## config.mk

```make
export PLATFORM = sky130hd
export DESIGN_NAME = jtag_bscan_ctrl
export DESIGN_NICKNAME = d
export VERILOG_FILES = /design/src/rtl/jtag_bscan_ctrl.sv
export SDC_FILE = /design/constraint.sdc
export NUM_CORES = 1
export LEC_CHECK = 0
export ABC_AREA = 1
export ABC_CLOCK_PERIOD_IN_PS = 1900
export BUFFER_PORTS_ARGS = -buffer_cell sky130_fd_sc_hd__buf_2
export CORE_AREA = 2 2 62 64
export DETAILED_ROUTE_END_ITERATION = 6
export DIE_AREA = 0 0 64 66
export PLACE_DENSITY = 0.77
export SLEW_MARGIN = 20
export SYNTH_ARGS = -nofsm -noshare
export SYNTH_HDL_FRONTEND = slang
export SYNTH_SLANG_ARGS = --single-unit
export TNS_END_PERCENT = 100
```

## constraint.sdc

```tcl
create_clock -name tck -period 1.9 [get_ports tck]
set_input_delay 0.38 -clock tck [delete_from_list [all_inputs] [get_ports tck]]
set_output_delay 0.38 -clock tck [all_outputs]
set_load 0.01 [all_outputs]
```

## src/rtl/jtag_bscan_ctrl.sv

```systemverilog
`timescale 1ns/1ps
module jtag_bscan_ctrl #(
  parameter int N_IN  = 4,
  parameter int N_OUT = 4,
  parameter int SOC_W = 8
) (
  input  logic             tck,
  input  logic             trst_n,
  input  logic             tms,
  input  logic             tdi,
  output logic             tdo,
  output logic             tdo_oe,
  input  logic [N_IN-1:0]  pin_in,
  input  logic [N_OUT-1:0] sys_out,
  input  logic [SOC_W-1:0] soc_word,
  output logic [N_OUT-1:0] pad_out,
  output logic             bsr_drive,
  output logic             pads_hiz,
  output logic             sys_rst_req
);
  localparam int BSR_W = N_IN + N_OUT;
  localparam logic [3:0] OP_EXTEST = 4'b0000;
  localparam logic [3:0] OP_SAMPLE = 4'b0010;
  localparam logic [3:0] OP_STATUS = 4'b0100;
  localparam logic [3:0] OP_CLAMP  = 4'b0110;
  localparam logic [3:0] OP_HIGHZ  = 4'b1001;
  localparam logic [3:0] OP_BYPASS = 4'b1111;

  typedef enum logic [3:0] {
    TLR, RTI, SEL_DR, CAP_DR, SH_DR, EX1_DR, PAU_DR, EX2_DR, UPD_DR,
    SEL_IR, CAP_IR, SH_IR, EX1_IR, PAU_IR, EX2_IR, UPD_IR
  } tap_t;

  tap_t st, st_nx;

  always_comb begin
    case (st)
      TLR:     st_nx = tms ? TLR    : RTI;
      RTI:     st_nx = tms ? SEL_DR : RTI;
      SEL_DR:  st_nx = tms ? SEL_IR : CAP_DR;
      CAP_DR:  st_nx = tms ? EX1_DR : SH_DR;
      SH_DR:   st_nx = tms ? EX1_DR : SH_DR;
      EX1_DR:  st_nx = tms ? UPD_DR : PAU_DR;
      PAU_DR:  st_nx = tms ? EX2_DR : PAU_DR;
      EX2_DR:  st_nx = tms ? UPD_DR : SH_DR;
      UPD_DR:  st_nx = tms ? SEL_DR : RTI;
      SEL_IR:  st_nx = tms ? TLR    : CAP_IR;
      CAP_IR:  st_nx = tms ? EX1_IR : SH_IR;
      SH_IR:   st_nx = tms ? EX1_IR : SH_IR;
      EX1_IR:  st_nx = tms ? UPD_IR : PAU_IR;
      PAU_IR:  st_nx = tms ? EX2_IR : PAU_IR;
      EX2_IR:  st_nx = tms ? UPD_IR : SH_IR;
      default: st_nx = tms ? SEL_DR : RTI;
    endcase
  end

  always_ff @(posedge tck or negedge trst_n)
    if (!trst_n) st <= TLR;
    else         st <= st_nx;

  logic [3:0] ir_sr, ir_act;

  always_ff @(posedge tck or negedge trst_n)
    if (!trst_n)          ir_sr <= 4'b0001;
    else if (st == CAP_IR) ir_sr <= 4'b0001;
    else if (st == SH_IR)  ir_sr <= {tdi, ir_sr[3:1]};

  always_ff @(negedge tck or negedge trst_n)
    if (!trst_n)           ir_act <= OP_BYPASS;
    else if (st == TLR)    ir_act <= OP_BYPASS;
    else if (st == UPD_IR) ir_act <= ir_sr;

  logic sel_bsr, sel_soc;

  always_comb begin
    sel_bsr     = 1'b0;
    sel_soc     = 1'b0;
    bsr_drive   = 1'b0;
    pads_hiz    = 1'b0;
    sys_rst_req = 1'b0;
    case (ir_act)
      OP_EXTEST: begin sel_bsr = 1'b1; bsr_drive = 1'b1; sys_rst_req = 1'b1; end
      OP_SAMPLE: sel_bsr = 1'b1;
      OP_STATUS: sel_soc = 1'b1;
      OP_CLAMP:  bsr_drive = 1'b1;
      OP_HIGHZ:  begin pads_hiz = 1'b1; sys_rst_req = 1'b1; end
      default:   ;
    endcase
  end

  logic             byp;
  logic [BSR_W-1:0] bsr;
  logic [SOC_W-1:0] soc_sr;
  logic [N_OUT-1:0] upd;

  always_ff @(posedge tck or negedge trst_n)
    if (!trst_n) begin
      byp    <= 1'b0;
      bsr    <= '0;
      soc_sr <= '0;
    end else if (st == CAP_DR) begin
      byp <= 1'b0;
      if (sel_bsr) bsr    <= {sys_out, pin_in};
      if (sel_soc) soc_sr <= soc_word;
    end else if (st == SH_DR) begin
      byp <= tdi;
      if (sel_bsr) bsr    <= {tdi, bsr[BSR_W-1:1]};
      if (sel_soc) soc_sr <= {tdi, soc_sr[SOC_W-1:1]};
    end

  always_ff @(negedge tck or negedge trst_n)
    if (!trst_n)                     upd <= '0;
    else if (st == TLR)              upd <= '0;
    else if (st == UPD_DR && sel_bsr) upd <= bsr[BSR_W-1:N_IN];

  assign pad_out = bsr_drive ? upd : sys_out;

  always_ff @(negedge tck or negedge trst_n)
    if (!trst_n) begin
      tdo    <= 1'b0;
      tdo_oe <= 1'b0;
    end else begin
      tdo_oe <= (st == SH_DR) || (st == SH_IR);
      if (st == SH_IR)      tdo <= ir_sr[0];
      else if (st == SH_DR) tdo <= sel_bsr ? bsr[0] : (sel_soc ? soc_sr[0] : byp);
      else                  tdo <= 1'b0;
    end
endmodule

```

==> impl_metrics.yaml <==
cells_and_area:
  drive_above_1_share_pct: 47.3
  finalInstanceArea_um2: 3000
  final_cells: 397
  syn_to_final_growth_pct: 54.8
  diodes: 0
  final_nets: 368
power:
  pwr-share-seq_pct: 30.1
  power_leakage_nw: 1.49
  ir_worst_vdd_uv: 1090
  p_switching_mw: 2.33
  power.density_nw_per_um2: 1610
  swShare_pct: 48.2
  p_int_mw: 2.50
  p_clk_share_pct: 9.3
  comb_power_share_pct: 60.6
timing:
  worst_slew_pin_slew_ns: 0.348
  setup_viol: 35
  setup_ws_ns: -1.05
  finalHoldViolations: 0
  fin_worst_skew_ns: 0.0802
  slew_headroom_pct: 76.5
  rsz0062_at_grt: "true"
  finalMaxSlewViolations: 0
yosys:
  syn_area_per_cell_um2: 7.39
  synth_seq_cells: 35
  yosys_warnings: 0
  synth_seq_area_share_pct: 45.6
  syn_inst: 262
  synth.distinct_cells: 25
  syn_nets: 282
  yosys.area.top_type: "dfrtp_1"
  yosys-top-cells-area: "dfrtp_1 31%, nand2_1 19%, dfrtn_1 7.8%"
  synth_area_um2: 1940
  synth_top_area_share_pct: 31.0
cts:
  cts.htree.levels: 2
  cts_tree: "done"
  clock_sinks: 35
  clk_latency_ns: 0.41
  hold_buffers: 0
  cts_buffer_depth: 2
  clock-root-buffer: "clkbuf_4"
  numCtsBuffers: 5
  clkTransAtPathRegs_ns: 0.09
detailed_routing:
  drt_iter0_drc: 198
  drtPass1Iterations: 5
  wl_per_cell_um: 16.8
  drc: 0
  num_vias: 2248
  final_antenna_net_count: 0
  vias_per_cell: 5.66
  wirelength_mm: 6.67
global_route:
  grt_max_degree: 22
  antenna_found_initial: 0
  overflow: 0
  grt_pass1_wl_mm: 8.31
  grt_usage_pct: 25.5
  grt_pass1_vias: 1819
job:
  drv_cap: 0
floorplanning:
  core-area_um2: 3550
  dieHeight_um: 66
  ioPinCount: 29
  std_cell_rows: 22
  die_area_um2: 4220
  fp.dieW_um: 64
  start_util_pct: 54.5
critical_path:
  start_kind: "register"
  path_class: "reg -> out"
  path_max_fanout: 5
  worst-r2r-setup-slack_ns: -0.49
  worstPathRequired_ns: 1.52
  critPathCaptureType: "primary output"
  cp.arrival_ns: 2.57
placement:
  dp_hpwl_mm: 3.32
  io_buffers: 28
  place_inst: 367
  place.gp.congestion: 0.852
  placed_cell_area_um2: 2500
outcome:
  status: "finished with violations"
  violations: "negative setup slack"
min_path:
  min_path_type: "in -> async"
-- final timing paths --
check | start | end | cells past startpoint
max | ir_act[2]$_DFFE_NN1P_ | pad_out[3] | 7
min | trst_n | ir_sr[2]$_DFFE_PN0P_ | 2
max reg2reg | ir_act[2]$_DFFE_NN1P_ | soc_sr[7]$_DFFE_PN0P_ | 7
min reg2reg | soc_sr[5]$_DFFE_PN0P_ | soc_sr[5]$_DFFE_PN0P_ | 2
max in group asynchronous | trst_n | ir_act[2]$_DFFE_NN1P_ | 1
min in group tck | pin_in[3] | bsr[3]$_DFFE_PN0P_ | 3
-- kinds of logic (layout without fill, tap and decap cells) --
logic type             after synthesis  after routing  share of synthesized area (%)
flip-flops                          35             35                           45.6
buffers and inverters               38            123                           8.40
AND/OR/NAND/NOR                    143            145                           32.1
AO/OA/AOI/OAI                       46             46                           13.9
-- cells in the mapped netlist (all sizes together) --
library cell and instances:
nand2 103, inv 34, o21ai 31, dfrtp 24, nor2 18, nand3 13, a21oi 7, dfrtn 6
nand4 6, dfstp 5, o211ai 5, buf 4, o22ai 2, or2 2, a2bb2oi 1, nor3 1
-- registers in the layout, indices dropped and copies added, names as in the netlist, 4 cells and up --
register,count
upd,4
ir_sr,4
ir_act,4
bsr,8
st,4
soc_sr,8
-- what timing repair did --
action / in CTS / in global routing
pin swaps: 9 / 20
setup endpoints to repair: 35 / 35
resized for setup: 34 / 36
gates cloned: 2 / 1
buffers inserted: 8 / 11
-- cells in the final DEF (no fill, tap or decap), types with 7 or more instances in the layout --
| master | netlist | final |
|---|---|---|
| buf_4 | 1 | 39 |
| nor2_1 | 12 | 8 |
| o21ai_0 | 19 | 7 |
| nand3_1 | 13 | 7 |
| nor2_4 | 1 | 7 |
| nand2_2 | 2 | 8 |
| dfrtp_1 | 24 | 20 |
| inv_2 | 7 | 9 |
| nand2_1 | 98 | 84 |
| o21ai_1 | 12 | 16 |
| buf_2 | 1 | 24 |
| buf_6 | 2 | 14 |
| inv_1 | 27 | 21 |
-- routing by layer --
| metal | wire length (µm) | share of wire, % | up-vias | global-route usage [%] |
|---|---|---|---|---|
| li1 | - | - | 1021 | - |
| met1 | 2670 | 40 | 1079 | 32.3 |
| met2 | 3430 | 51 | 116 | 43.6 |
| met3 | 317 | 4.8 | 32 | 5.79 |
| met4 | 255 | 3.8 | 0 | 7.61 |
| met5 | 0 | 0 | - | 0 |
-- worst max-delay path, stage by stage (launching register included) --
cell	delay (ns)
dfstp_2	0.53
inv_4	0.05
nor2_4	0.12
nand3_4	0.13
nand2_8	0.12
nand2_2	0.07
o21ai_4	0.05
buf_2	0.14
-- per-stage QoR --
step           hold WS (ns)  TNS [ns]  utilization (%)  total power, mW  setup slack (ns)
2_1_floorplan        0.0844     -7.12                -             2.76            -0.519
3_3_place_gp          0.463    -10.16             70.3             3.43            -0.597
3_5_place_dp          0.468    -10.95             70.3             3.48            -0.633
4_1_cts               0.165    -14.34             77.8             4.23             -1.00
5_1_grt               0.207    -17.79             84.4             5.08             -1.11
6_report              0.170    -16.19             84.4             4.83             -1.05
-- power groups by stage --
stage / logic, mW / clock network, mW / registers, mW
after global routing: 3.13 / 0.482 / 1.47
after detailed placement: 2.08 / 0.0164 / 1.38
after floorplan: 1.38 / 0.0164 / 1.36
after CTS: 2.41 / 0.429 / 1.39
after global placement: 2.04 / 0.0164 / 1.37
final: 2.92 / 0.450 / 1.45
-- final cells by class --
cell class / count / area, µm²
fill: 189 / 556
timing repair buffer: 77 / 571
sequential: 35 / 887
clock inverter: 6 / 26.3
tap: 48 / 60.1
multi-input combinational: 191 / 1240
inverter: 33 / 161
clock buffer: 6 / 41.3
timing repair inverter: 1 / 11.3
No activity file was read; power rests on OpenSTA's default activity.
